===== src/rtl/hwm_pkg.sv =====
package hwm_pkg;
    localparam int HALF_W   = 16;
    localparam int DATA_W   = 2 * HALF_W;
    localparam int NUM_RW   = 2;
    localparam int NUM_REGS = 3;
    localparam int RW_LANE  = 0;
    localparam int RW_CFG   = 1;
    localparam int SEL_STAT = 2;

    typedef logic [HALF_W-1:0] half_t;

    typedef struct packed {
        half_t [NUM_RW-1:0] rw;
        logic [DATA_W-1:0]  rdata;
        logic               rvalid;
    } bank_t;
endpackage


===== src/rtl/hwm_addr_dec.sv =====
module hwm_addr_dec
    import hwm_pkg::*;
#(
    parameter int                ADDR_W   = 16,
    parameter logic [ADDR_W-1:0] LANE_OFS = 16'hE214,
    parameter logic [ADDR_W-1:0] CFG_OFS  = 16'hE220,
    parameter logic [ADDR_W-1:0] STAT_OFS = 16'hE2A4
) (
    input  logic [ADDR_W-1:0]   addr,
    output logic [NUM_REGS-1:0] sel
);
    localparam logic [ADDR_W-1:0] OFS [NUM_REGS] = '{LANE_OFS, CFG_OFS, STAT_OFS};

    for (genvar g = 0; g < NUM_REGS; g++) begin : g_cmp
        assign sel[g] = (addr == OFS[g]);
    end
endmodule


===== src/rtl/hwm_mask_merge.sv =====
module hwm_mask_merge #(
    parameter int W = 16
) (
    input  logic [W-1:0] old_val,
    input  logic [W-1:0] new_val,
    input  logic [W-1:0] bit_en,
    output logic [W-1:0] result
);
    always_comb begin
        result = (old_val & ~bit_en) | (new_val & bit_en);
    end
endmodule


===== src/rtl/hwm_rd_mux.sv =====
module hwm_rd_mux
    import hwm_pkg::*;
(
    input  logic [NUM_REGS-1:0]        sel,
    input  half_t [NUM_REGS-1:0]       vals,
    output logic [DATA_W-1:0]          rdata
);
    always_comb begin
        rdata = '0;
        for (int i = 0; i < NUM_REGS; i++) begin
            if (sel[i]) begin
                rdata[HALF_W-1:0] = rdata[HALF_W-1:0] | vals[i];
            end
        end
    end
endmodule


===== src/rtl/hwm_reg_bank.sv =====
module hwm_reg_bank
    import hwm_pkg::*;
#(
    parameter int                ADDR_W    = 16,
    parameter logic [ADDR_W-1:0] LANE_OFS  = 16'hE214,
    parameter logic [ADDR_W-1:0] CFG_OFS   = 16'hE220,
    parameter logic [ADDR_W-1:0] STAT_OFS  = 16'hE2A4,
    parameter int                LANES     = 4,
    parameter int                IDLE_BASE = 3
) (
    input  logic              clk,
    input  logic              rst,
    input  logic              wr_stb,
    input  logic [ADDR_W-1:0] wr_addr,
    input  logic [31:0]       wr_data,
    input  logic              rd_stb,
    input  logic [ADDR_W-1:0] rd_addr,
    output logic [31:0]       rd_data,
    output logic              rd_valid,
    input  logic [15:0]       stat_in,
    output logic [15:0]       lane_ctl_o,
    output logic [LANES-1:0]  lane_idle_off_o,
    output logic [15:0]       cfg_ctl_o
);
    bank_t                st_q, st_d;
    logic [NUM_REGS-1:0]  wsel, rsel;
    half_t [NUM_REGS-1:0] rd_vals;
    half_t                merged [NUM_RW];
    logic [DATA_W-1:0]    rd_word;

    hwm_addr_dec #(.ADDR_W(ADDR_W), .LANE_OFS(LANE_OFS), .CFG_OFS(CFG_OFS), .STAT_OFS(STAT_OFS))
        u_wdec (.addr(wr_addr), .sel(wsel));

    hwm_addr_dec #(.ADDR_W(ADDR_W), .LANE_OFS(LANE_OFS), .CFG_OFS(CFG_OFS), .STAT_OFS(STAT_OFS))
        u_rdec (.addr(rd_addr), .sel(rsel));

    // One masked merge per writable register
    for (genvar g = 0; g < NUM_RW; g++) begin : g_merge
        hwm_mask_merge #(.W(HALF_W)) u_mm (
            .old_val (st_q.rw[g]),
            .new_val (wr_data[HALF_W-1:0]),
            .bit_en  (wr_data[DATA_W-1:HALF_W]),
            .result  (merged[g])
        );
    end

    assign rd_vals[RW_LANE]  = st_q.rw[RW_LANE];
    assign rd_vals[RW_CFG]   = st_q.rw[RW_CFG];
    assign rd_vals[SEL_STAT] = stat_in;

    hwm_rd_mux u_rmux (.sel(rsel), .vals(rd_vals), .rdata(rd_word));

    always_comb begin
        st_d = st_q;
        for (int i = 0; i < NUM_RW; i++) begin
            if (wr_stb && wsel[i]) begin
                st_d.rw[i] = merged[i];
            end
        end
        st_d.rvalid = rd_stb;
        st_d.rdata  = rd_stb ? rd_word : '0;
    end

    always_ff @(posedge clk) begin
        if (rst) begin
            st_q <= '0;
        end else begin
            st_q <= st_d;
        end
    end

    assign rd_data    = st_q.rdata;
    assign rd_valid   = st_q.rvalid;
    assign lane_ctl_o = st_q.rw[RW_LANE];
    assign cfg_ctl_o  = st_q.rw[RW_CFG];

    for (genvar k = 0; k < LANES; k++) begin : g_idle
        assign lane_idle_off_o[k] = st_q.rw[RW_LANE][IDLE_BASE+k];
    end

    // no strobe, no change
    a_r9_hold_without_strobe: assert property (@(posedge clk) disable iff (rst)
        !wr_stb |=> $stable(st_q.rw));

    // all-zero enable half changes nothing
    a_r3_zero_mask_hold: assert property (@(posedge clk) disable iff (rst)
        (wr_stb && wr_data[DATA_W-1:HALF_W] == '0) |=> $stable(st_q.rw));

    // only enabled bits of the config register may move
    a_r2_only_enabled_bits: assert property (@(posedge clk) disable iff (rst)
        wr_stb |=> (((st_q.rw[RW_CFG] ^ $past(st_q.rw[RW_CFG]))
                     & ~$past(wr_data[DATA_W-1:HALF_W])) == '0));

    // unmapped or read-only offsets change nothing
    a_r8_unmapped_hold: assert property (@(posedge clk) disable iff (rst)
        (wr_stb && wr_addr != LANE_OFS && wr_addr != CFG_OFS) |=> $stable(st_q.rw));

    // read latency and idle bus
    a_r4_read_latency: assert property (@(posedge clk) disable iff (rst)
        rd_stb |=> rd_valid);
    a_r4_idle_zero: assert property (@(posedge clk) disable iff (rst)
        !rd_stb |=> (!rd_valid && rd_data == '0));
    a_r4_upper_zero: assert property (@(posedge clk) disable iff (rst)
        rd_valid |-> (rd_data[DATA_W-1:HALF_W] == '0));
endmodule


===== config.mk =====
export PLATFORM = sky130hd
export DESIGN_NAME = hwm_reg_bank
export DESIGN_NICKNAME = d
export VERILOG_FILES = /design/src/rtl/hwm_pkg.sv /design/src/rtl/hwm_addr_dec.sv /design/src/rtl/hwm_mask_merge.sv /design/src/rtl/hwm_rd_mux.sv /design/src/rtl/hwm_reg_bank.sv
export SDC_FILE = /design/constraint.sdc
export NUM_CORES = 1
export LEC_CHECK = 0
export BUFFER_PORTS_ARGS = -buffer_cell sky130_fd_sc_hd__clkbuf_2
export CORE_UTILIZATION = 40
export CTS_CLUSTER_SIZE = 40
export DETAILED_ROUTE_END_ITERATION = 8
export PLACE_DENSITY = 0.76
export SKIP_LAST_GASP = 1
export SLEW_MARGIN = 20
export SYNTH_ARGS = -nofsm -noshare
export SYNTH_HDL_FRONTEND = slang
export SYNTH_SLANG_ARGS = --single-unit
export TNS_END_PERCENT = 1

===== constraint.sdc =====
create_clock -name clk -period 1.7 [get_ports clk]
set_input_delay 0 -clock clk [delete_from_list [all_inputs] [get_ports clk]]
set_output_delay 0 -clock clk [all_outputs]
set_load 0.02 [all_outputs]

* After elaboration in Yosys (flattened, before gate mapping) *
Cells that the tools add are included.

storage, ports and cells
  flip-flop bits (word level) = 65
  output and inout bits = 69
  word-level logic and storage cells = 25

operators by class
  equal/unequal tests = 5
  muxes and demuxes = 3
  bitwise logic cells = 9
  reduce and logical (&&, ||, !) cells = 3

operators with widths
  operator                               number
  16-bit == test, second input constant  5
  16-bit bitwise OR                      4
  16-bit AND                             3
  16-bit two-way mux                     3
  16-bit NOT                             1
  1-bit logical AND                      2
  2-bit OR reduction                     1
  1-bit NOT                              1

* Longest topological paths before layout *
  depth after elaboration = 6
  gate-level depth with buffers = 6

* Modules after synthesis *
From an unflattened synthesis, not the netlist that was laid out.

second synthesis, totals
  cells, all modules = 324
  area, all modules = 3358.2 µm²

modules (own cells, without submodules)
  module          times used  cells each  area each (µm²)
  hwm_reg_bank    1           218         2366.0
  hwm_mask_merge  2           16          240.2
  hwm_rd_mux      1           52          371.6
  hwm_addr_dec    2           11          70.1

* Least setup slack after synthesis *
Ideal clock, no wire load.

  path type = input -> register
  start point = input port rd_addr[0]
  end point = register st_q (netlist bit rd_data[4])
  library setup time = 0.059 ns
  data arrival time = 1.027 ns
  required time = 1.641 ns
  setup slack = 0.614 ns
  stages = 5
  buffers on the path = 1
  path through = nor4_2 nand4_2 nor3b_4 buf_6 a22o_1

between the ends
  longest elaborated chain between the ends = 6
  elaborated cells on any way between the ends = 8
  classes of those cells = eq/ne (3); mux (3); bitwise (2)

RTL lines
  item                    line                source
  start: declaration      hwm_reg_bank.sv:17  input logic [ADDR_W-1:0] rd_addr,
  16-bit == test          hwm_addr_dec.sv:15  assign sel[g] = (addr == OFS[g]);
  16-bit two-way mux      hwm_rd_mux.sv:11    if (sel[i]) begin
  16-bit bitwise OR       hwm_rd_mux.sv:12    rdata[HALF_W-1:0] = rdata[HALF_W-1:0] | vals[i];
  16-bit two-way mux      hwm_rd_mux.sv:11
  16-bit bitwise OR       hwm_rd_mux.sv:12
  16-bit two-way mux *    hwm_rd_mux.sv:11
  end signal: assignment  hwm_reg_bank.sv:68  st_q <= st_d;
  end: declaration        hwm_reg_bank.sv:25  bank_t st_q, st_d;

Every way passes the cells marked *; elsewhere a longest branch is shown, timed or not.
A chain may end at the register's enable or synchronous reset.

==> results.yml <==
clocking:
  clk_pin_slew_ns: 0.09
  clk_path_buf_depth: 2
  worstSkewPairLatency_ns: 0.30
  cts_buffers: 5
  cts_tree: "built"
  cts_root_buf: "clkbuf_8"
  cts_num_sinks: 49
  htreeDepth: 2
global_route:
  grt_pass1_wl_um: 12500
  antenna_found_initial: 0
  grt_pass1_vias: 2683
  overflow: 0
  grtUsageTotal_pct: 25.3
  grt_max_degree: 33
synth:
  synth_most_common_cell: "dfxtp_1"
  ys_seq_area_share_pct: 39.8
  synth_commonest_cells: "dfxtp_1, nand4_1, a21oi_1, a22o_1, o21ai_1"
  synthDistinctLibCells: 28
  yosys.area.top_type: "dfxtp_1"
  ys.flop_type: "dfxtp_1"
  yosysWarningCount: 0
  ys_async_sr_fraction_pct: 0
  synth.ff_latch_count: 49
  synth_edf_count: 0
  syn_avg_cell_area_um2: 8.92
  synth_area_leaders: "dfxtp_1, a22o_1, nand4_1"
  syn_area_um2: 2460
  synth_cells: 276
  synth.top_cell.area_share_pct: 39.8
run:
  max_cap_violations: 0
outcome:
  status: "finished, final reports clean"
worst_setup_path:
  crit_fanout: 32
  cp.required_ns: 1.94
  r2r_setup_slack_ns: 0.84
  cp_num_buf_inv: 3
  slowest_stage: "dlygate4sd3_1"
  worstSetupPathType: "in -> reg"
  path_cells: "clkbuf_2, nor4_2, and4_1, buf_4, nand4_1, dlygate4sd3_1, a21oi_1"
  crit_path_max_incr_delay_ns: 0.59
  crit_path_start_kind: "primary input"
  cpLargestDelayFamily: "buffers and inverters"
  worstPathArrival_ns: 1.81
  crit_path_end_kind: "flop"
floorplanning:
  die_w_um: 80.5
  core-area_um2: 5920
  io_pins: 153
  fp.dieArea_um2: 6470
  fp.dieH_um: 80.5
  num_rows: 28
  initial_core_util_pct: 41.6
layout:
  final_cell_area_um2: 3660
  n_fill_cell: 525
  antenna_cells: 0
  areaGrowthSynthToFinish_pct: 48.7
  drive_gt1_share_pct: 36.8
  final_nets: 533
routing:
  drc: 0
  detail_route.iter0.violations: 174
  wl_per_cell_um: 15.7
  avgViaCountPerCell: 5.52
  routed-via-count: 2888
  totalWireLength_um: 8240
  drtPass1Iterations: 5
  ant_nets: 0
timing:
  hold_violations: 0
  setup_ws_ns: 0.123
  rsz0062_at_grt: "no"
  skew_ns: 0.00977
  maxSlewViolCount: 0
  fmax_mhz: 634
  worstMarginPinSlew_ns: 0.774
  setup_violations: 0
  fin_crit_sh_pct: 92.8
  post-route-min-period_ns: 1.58
  slew_headroom_pct: 48.4
  tns_ns: 0
hold_path:
  hp-class: "in -> reg"
placed_design:
  dp_hpwl_um: 5380
  place.port_buffers: 136
  gp_congestion: 0.755
  placed_area_um2: 3130
  dp_worst_setup_slack_ns: 0.389
power_and_ir_drop:
  ir_drop_mv: 0.390
  power_density_nw_per_um2: 586
  p_leak_uw: 0.00155
-- worst reg2reg max path: stages, from the launching register on --
cell and delay (ns):
dfxtp_1 0.35, a22o_1 0.20, a22o_1 0.22
-- per-stage QoR --
step	util, %	total power [uW]	hold slack (ns)	instances
finish	61.8	2150	0.0119	523
global route	61.8	2230	0.0244	523
CTS	61.8	2160	0.00284	523
detailed placement	52.8	1460	0.231	471
global placement	52.8	1460	0.230	471
floorplan	-	1330	0.154	291
-- layout make-up --
cell class              instances  area [um^2]  area share, %
flip-flops and latches         49          981           26.8
well taps                      75         93.8           2.56
repair buffers                196         1250           34.0
multi-input cells             197         1270           34.6
clock inverters                 1         5.00          0.137
clock buffers                   5         68.8           1.88
-- routing by layer --
layer	track usage, %	vias up	wire length (um)
met5	0	-	0
met4	7.32	0	62
met3	4.66	6	618
met2	46.9	164	4210
met1	29.0	1357	3350
li1	-	1361	-
-- cell usage in the layout (no fill, tap or decap), drive strengths merged --
cell type / synthesis / layout
clkbuf: 16 / 141
nand2: 1 / 1
clkinv: 0 / 1
and4b: 2 / 2
nor4: 2 / 2
a22o: 32 / 32
dlygate4sd3: 0 / 46
buf: 29 / 14
and2: 1 / 1
nor2: 3 / 3
nand4bb: 1 / 1
nor4b: 2 / 2
nand4: 34 / 34
nor2b: 4 / 4
nand3: 16 / 16
nand3b: 16 / 16
a21oi: 32 / 32
conb: 1 / 16
o21ai: 32 / 32
and4: 1 / 1
nor3b: 2 / 2
dfxtp: 49 / 49
-- power by group --
part | leakage [uW] | switching (uW) | internal [uW]
registers | 0.000395 | 0.276 | 1150
logic | 0.00112 | 182 | 166
clock network | 0.0000399 | 377 | 272
total | 0.00155 | 560 | 1590
-- timing repair --
| item | in CTS | in global routing |
|---|---|---|
| setup buffers | 0 | 0 |
| hold buffers | 46 | 0 |
| endpoints found under the hold margin | 33 | 0 |
| resized for setup | 0 | 0 |
-- worst paths after layout --
kind / from / end / cells after the start
min reg2reg: flop / flop / 2
max: wr_addr[1] / flop / 7
min: wr_data[25] / flop / 3
max reg2reg: flop / rd_data[14] / 2
-- cell families after synthesis --
family                 after synthesis  synth area share [%]
AOI/OAI and AO/OA                   96                  24.4
and+or+nand+nor                     85                  24.6
DFF                                 49                  39.8
buffers and inverters               45                  11.0
other                                1                 0.152
Power figures use the tool's default switching activity.
